`src/rtl/fbctl_pkg.sv`:
```
package fbctl_pkg;

    localparam int DW = 8;

    // Offsets whose position other logic depends on
    localparam logic [7:0] OFS_CTRL     = 8'h10;
    localparam logic [7:0] OFS_STAT     = 8'h11;
    localparam logic [7:0] OFS_STORE_LO = 8'h12;

    localparam int IRQ_EN_BIT  = 7;
    localparam int PEND_BIT    = 7;

    typedef enum logic [1:0] {
        K_NONE  = 2'd0,
        K_CTRL  = 2'd1,
        K_STAT  = 2'd2,
        K_STORE = 2'd3
    } reg_kind_e;

    typedef struct packed {
        logic            wr;
        reg_kind_e       kind;
        logic [DW-1:0]   data;
    } bus_req_t;

    function automatic reg_kind_e decode(input logic [7:0] ofs);
        if (ofs == OFS_CTRL)           return K_CTRL;
        else if (ofs == OFS_STAT)      return K_STAT;
        else if (ofs >= OFS_STORE_LO)  return K_STORE;
        else                           return K_NONE;
    endfunction

    function automatic logic [DW-1:0] status_byte(input logic pend,
                                                  input logic [1:0] sense,
                                                  input logic color);
        status_byte = {pend, sense, 4'b0000, color};
    endfunction

endpackage

```
`src/rtl/fbctl_irq.sv`:
```
module fbctl_irq
    import fbctl_pkg::*;
(
    input  logic           clk,
    input  logic           rst,
    input  bus_req_t       req,
    input  logic           frame_end,
    output logic [DW-1:0]  ctrl_q,
    output logic           pend_q,
    output logic           irq_q
);
    logic ctrl_wr;
    logic stat_wr;
    logic set_evt;
    logic pend_d;

    assign ctrl_wr = req.wr && (req.kind == K_CTRL);
    assign stat_wr = req.wr && (req.kind == K_STAT);
    assign set_evt = frame_end && ctrl_q[IRQ_EN_BIT];
    // a new event outranks an acknowledge in the same cycle
    assign pend_d  = (pend_q && !stat_wr) || set_evt;

    always_ff @(posedge clk) begin
        if (rst) begin
            ctrl_q <= '0;
        end else if (ctrl_wr) begin
            ctrl_q <= req.data;
        end
    end

    always_ff @(posedge clk) begin
        if (rst) begin
            pend_q <= 1'b0;
            irq_q  <= 1'b0;
        end else begin
            pend_q <= pend_d;
            irq_q  <= pend_d;
        end
    end
endmodule

```
`src/rtl/fbctl_store.sv`:
```
module fbctl_store
    import fbctl_pkg::*;
#(
    parameter int ADDR_W = 5
) (
    input  logic              clk,
    input  logic              rst,
    input  bus_req_t          req,
    input  logic [ADDR_W-1:0] addr,
    output logic [DW-1:0]     rd_byte
);
    localparam int LO = int'(OFS_STORE_LO);
    localparam int NB = (1 << ADDR_W) - LO;

    logic [DW-1:0] bytes_q [NB];

    for (genvar i = 0; i < NB; i++) begin : g_byte
        always_ff @(posedge clk) begin
            if (rst) begin
                bytes_q[i] <= '0;
            end else if (req.wr && req.kind == K_STORE && addr == ADDR_W'(LO + i)) begin
                bytes_q[i] <= req.data;
            end
        end
    end

    always_comb begin
        rd_byte = '0;
        for (int i = 0; i < NB; i++) begin
            if (addr == ADDR_W'(LO + i)) rd_byte = bytes_q[i];
        end
    end
endmodule

```
`src/rtl/fbctl_rdmux.sv`:
```
module fbctl_rdmux
    import fbctl_pkg::*;
#(
    parameter logic [1:0] SENSE = 2'b11,
    parameter logic       COLOR = 1'b1
) (
    input  reg_kind_e      kind,
    input  logic [DW-1:0]  ctrl_q,
    input  logic           pend_q,
    input  logic [DW-1:0]  store_byte,
    output logic [DW-1:0]  rdata
);
    always_comb begin
        unique case (kind)
            K_CTRL:  rdata = ctrl_q;
            K_STAT:  rdata = status_byte(pend_q, SENSE, COLOR);
            K_STORE: rdata = store_byte;
            default: rdata = '0;
        endcase
    end
endmodule

```
`src/rtl/fbctl_regs.sv`:
```
module fbctl_regs
    import fbctl_pkg::*;
#(
    parameter int         ADDR_W = 5,
    parameter logic [1:0] SENSE  = 2'b11,
    parameter logic       COLOR  = 1'b1
) (
    input  logic              clk,
    input  logic              rst,
    input  logic              wr_en,
    input  logic [ADDR_W-1:0] addr,
    input  logic [7:0]        wdata,
    output logic [7:0]        rdata,
    input  logic              frame_end,
    output logic              irq
);
    bus_req_t      req;
    logic [DW-1:0] ctrl_q;
    logic          pend_q;
    logic [DW-1:0] store_byte;

    assign req.wr   = wr_en;
    assign req.kind = decode(8'(addr));
    assign req.data = wdata;

    fbctl_irq u_irq (
        .clk       (clk),
        .rst       (rst),
        .req       (req),
        .frame_end (frame_end),
        .ctrl_q    (ctrl_q),
        .pend_q    (pend_q),
        .irq_q     (irq)
    );

    fbctl_store #(.ADDR_W(ADDR_W)) u_store (
        .clk     (clk),
        .rst     (rst),
        .req     (req),
        .addr    (addr),
        .rd_byte (store_byte)
    );

    fbctl_rdmux #(.SENSE(SENSE), .COLOR(COLOR)) u_rdmux (
        .kind       (req.kind),
        .ctrl_q     (ctrl_q),
        .pend_q     (pend_q),
        .store_byte (store_byte),
        .rdata      (rdata)
    );
endmodule

```
`config.mk`:
```
export PLATFORM = sky130hd
export DESIGN_NAME = fbctl_regs
export DESIGN_NICKNAME = d
export VERILOG_FILES = /design/src/rtl/fbctl_pkg.sv /design/src/rtl/fbctl_irq.sv /design/src/rtl/fbctl_store.sv /design/src/rtl/fbctl_rdmux.sv /design/src/rtl/fbctl_regs.sv
export SDC_FILE = /design/constraint.sdc
export NUM_CORES = 1
export LEC_CHECK = 0
export ABC_AREA = 1
export BUFFER_PORTS_ARGS = -buffer_cell sky130_fd_sc_hd__clkbuf_2
export CAP_MARGIN = 20
export CORE_ASPECT_RATIO = 0.7
export CORE_MARGIN = 5
export CORE_UTILIZATION = 57
export DETAILED_ROUTE_END_ITERATION = 10
export GPL_ROUTABILITY_DRIVEN = 0
export HOLD_SLACK_MARGIN = 0.03
export PLACE_DENSITY = 0.75
export SYNTH_ARGS = -nofsm -noshare
export SYNTH_HDL_FRONTEND = slang
export SYNTH_SLANG_ARGS = --single-unit
```
`constraint.sdc`:
```
create_clock -name clk -period 5.4 [get_ports clk]
set_input_delay 1.08 -clock clk [delete_from_list [all_inputs] [get_ports clk]]
set_output_delay 1.08 -clock clk [all_outputs]
set_load 0.01 [all_outputs]
```
==> impl_metrics.csv <==
group,metric,value,unit
sta,rsz0062_at_grt,"no",
status,status,"complete, no violations",
placement,placement.cell_area,5770,sq um
min_path,min-delay-start,"u_irq.ctrl_q[7]",
sta,fin_skew,0.0438,ps
min_path,hold_depth,2,
cts,cts_tree,"yes",
finish,register_area,3540,sq um
finish,final_common_cell,"nor2_1",
finish,final_cell_mix,"nor2_1, nand2_1, edfxtp_1, inv_1, nand3_1",
critical_path,cp-end-kind,"primary output",
sta,clock.fmax,250,MHz
sta,hold_viol,0,
logic_synthesis,synth-edff-count,112,
routing,routed_wl,14300,um
routing,wire_per_inst,18.9,um
routing,ant_nets,0,
global_routing,gr-total-overflow,0,
cts,postCtsSetupRepairBufs,0,
power_and_ir_drop,power_switching_share,21.5,%
critical_path,r2r_end,"u_irq.ctrl_q[3]",
power_and_ir_drop,power-per-cell-area,370,nW/um^2
logic_synthesis,yosysSeqAreaShare,63.9,%
critical_path,crit_type,"in -> out",
cts,clk_latency,410,ps
power_and_ir_drop,clockPowerShare,48.5,%
power_and_ir_drop,p_sw,507,uW
logic_synthesis,syn_area_per_cell,9.47,sq um
routing,drcViolationCount,0,
die,die_w,128,um
power_and_ir_drop,p_int,1.85,mW
die,ios,26,
cts,htree_levels,4,
critical_path,cp.required,4320,ps
min_path,whs_endpoint,"u_irq.pend_q",
logic_synthesis,ys_ff_latch,121,
sta,worst_slew_pin_slew,1060,ps
cts,numCtsBuffers,17,
routing,drtIter0Drc,592,
sta,finalCriticalPeriod,3990,ps
logic_synthesis,yosys.area.top_type,"edfxtp_1",
finish,diodes,0,
placement,hpwlAfterDp,9540,um
logic_synthesis,synth-async-reset-ratio,0,%
global_routing,track_usage,25.2,%
logic_synthesis,netlist_instances,585,
critical_path,cp-start-kind,"primary input",
finish,areaGrowthSynthToFinish,15.2,%
die,rows,30,
logic_synthesis,synth_nets,602,
cts,cts-resized-gates,0,
power_and_ir_drop,p_leak,2.57,nW
placement,placed_cells,723,
die,initial_core_util,57.7,%
power_and_ir_drop,pwr-share-seq,46.0,%
logic_synthesis,synthFlopType,"edfxtp_1",
finish,drive_above_1_share,14.4,%
sta,maxSlewHeadroom,28.6,%
critical_path,regToRegStartpoint,"u_irq.ctrl_q[3]",
global_routing,grt_max_degree,37,
critical_path,arrival,2910,ps
die,coreArea,9610,sq um
global_routing,antenna_found_initial,0,
routing,viasPerCell,5.71,
logic_synthesis,synth_warnings,0,
critical_path,crit_fanout,6,
global_routing,grt_pass1_wl,22100,um
cts,cts_root_buffer,"clkbuf_16",
critical_path,reg2reg_slack,4690,ps
logic_synthesis,synth_area,5540,sq um
cts,clk_pin_slew,50,ps
finish,instances_no_fill,759,
logic_synthesis,yosys-top-cells-area,"edfxtp_1, nor2_1, nand2_1, nand3_1, dfxtp_1",
power_and_ir_drop,combPwrFrac,5.5,%
routing,drtPass1Iterations,5,
power_and_ir_drop,ir_worst_vdd,0.000223,V
sta,setup_violations,0,
sta,finalSetupTns,0,ps
flow_run,maxCapViolCount,0,
finish,fin_area,6390,sq um
cts,clock_sinks,121,
finish,multi_input_area,1750,sq um
cts,holdBufCountCts,0,
finish,fin_util,66.5,%
finish,nets,635,
global_routing,grt_pass1_vias,4159,
cts,cts_max_path_buffers,2,
min_path,hold_path.class,"reg -> reg",
logic_synthesis,synth_top_area_share,60.7,%
die,die_area,11800,sq um
die,die_h,92.5,um
critical_path,rr_worst_depth,2,
logic_synthesis,yosysUniqueCellTypes,22,
sta,drv_slew,0,
finish,fill_cells,759,
routing,dr_total_vias,4332,
placement,io_buffers,25,
sta,period_share,73.9,%
-- power groups by stage --
stage | clock [mW] | sequential [mW] | combinational (mW)
6_report | 1.15 | 1.08 | 0.130
5_1_grt | 1.19 | 1.09 | 0.141
4_1_cts | 1.15 | 1.08 | 0.127
3_5_place_dp | 0 | 1.10 | 0.126
3_3_place_gp | 0 | 1.10 | 0.124
2_1_floorplan | 0 | 1.10 | 0.0772
-- stage by stage --
step                      power, mW  setup slack [ps]  hold WS (ps)
final                          2.36              1410           472
after global routing           2.42              1250           512
after CTS                      2.36              1480           474
after detailed placement       1.23              1480           463
after global placement         1.22              1530           455
after floorplan                1.17              2130           440
-- critical path: stages --
cell	delay, ps
clkbuf_2	110
nand2_1	120
inv_1	50
nand2_1	220
nor2_2	130
nand2_1	80
nand3_1	140
nor2_1	190
nand3_1	100
nand2_1	80
nand3_1	90
nand2_1	100
nand4_1	140
nand2_1	90
nand2_1	50
clkbuf_2	120
-- flip-flops by register name (all words and copies together), names as in the netlist --
register / flops
u_store.bytes_q: 112
u_irq.pend_q: 1
u_irq.ctrl_q: 8
-- cell usage after synthesis, types with 2 or more instances --
| library cell | count |
|---|---|
| inv_2 | 2 |
| a21oi_1 | 24 |
| o21ai_0 | 18 |
| buf_2 | 4 |
| or2_0 | 2 |
| nor2_2 | 9 |
| nand4_1 | 13 |
| nor2_1 | 144 |
| clkbuf_1 | 10 |
| nor2_4 | 4 |
| dfxtp_1 | 9 |
| inv_1 | 46 |
| nand2_1 | 122 |
| or2_2 | 16 |
| nand3_1 | 44 |
| edfxtp_1 | 112 |
-- cell families (layout without fill, tap and decap cells) --
kind of cell    Yosys count  after routing  synth area share (%)
simple gates            355            355                  27.4
flops                   121            121                  63.9
buf+inv                  65            111                  4.56
compound gates           44             44                  4.09
-- layer usage --
layer  GRT usage, %  vias to the layer above  wire [um]
met2           38.0                      264       6470
met5              0                        -          0
met3           7.44                       28       1730
met1           35.2                     2033       5810
li1               -                     2007          -
met4           8.22                        0        293
-- final cells by class --
cell class,count,area share [%]
Sequential cell,121,55.5
Multi-Input combinational cell,399,27.3
Clock buffer,22,7.42
Inverter,49,2.88
Tap cell,128,2.51
Timing Repair Buffer,30,2.43
Clock inverter,10,1.94
-- worst max path at each step --
stage	from	end	slack, ps	cells after the start
global route	addr[0]	rdata[0]	1250	15
finish	addr[0]	rdata[1]	1410	16
floorplan	addr[0]	rdata[3]	2130	13
global placement	addr[4]	rdata[7]	1530	14
CTS	addr[0]	rdata[1]	1480	16
detailed placement	addr[0]	rdata[6]	1480	11
Note: power is estimated with default switching activity, not from simulation.
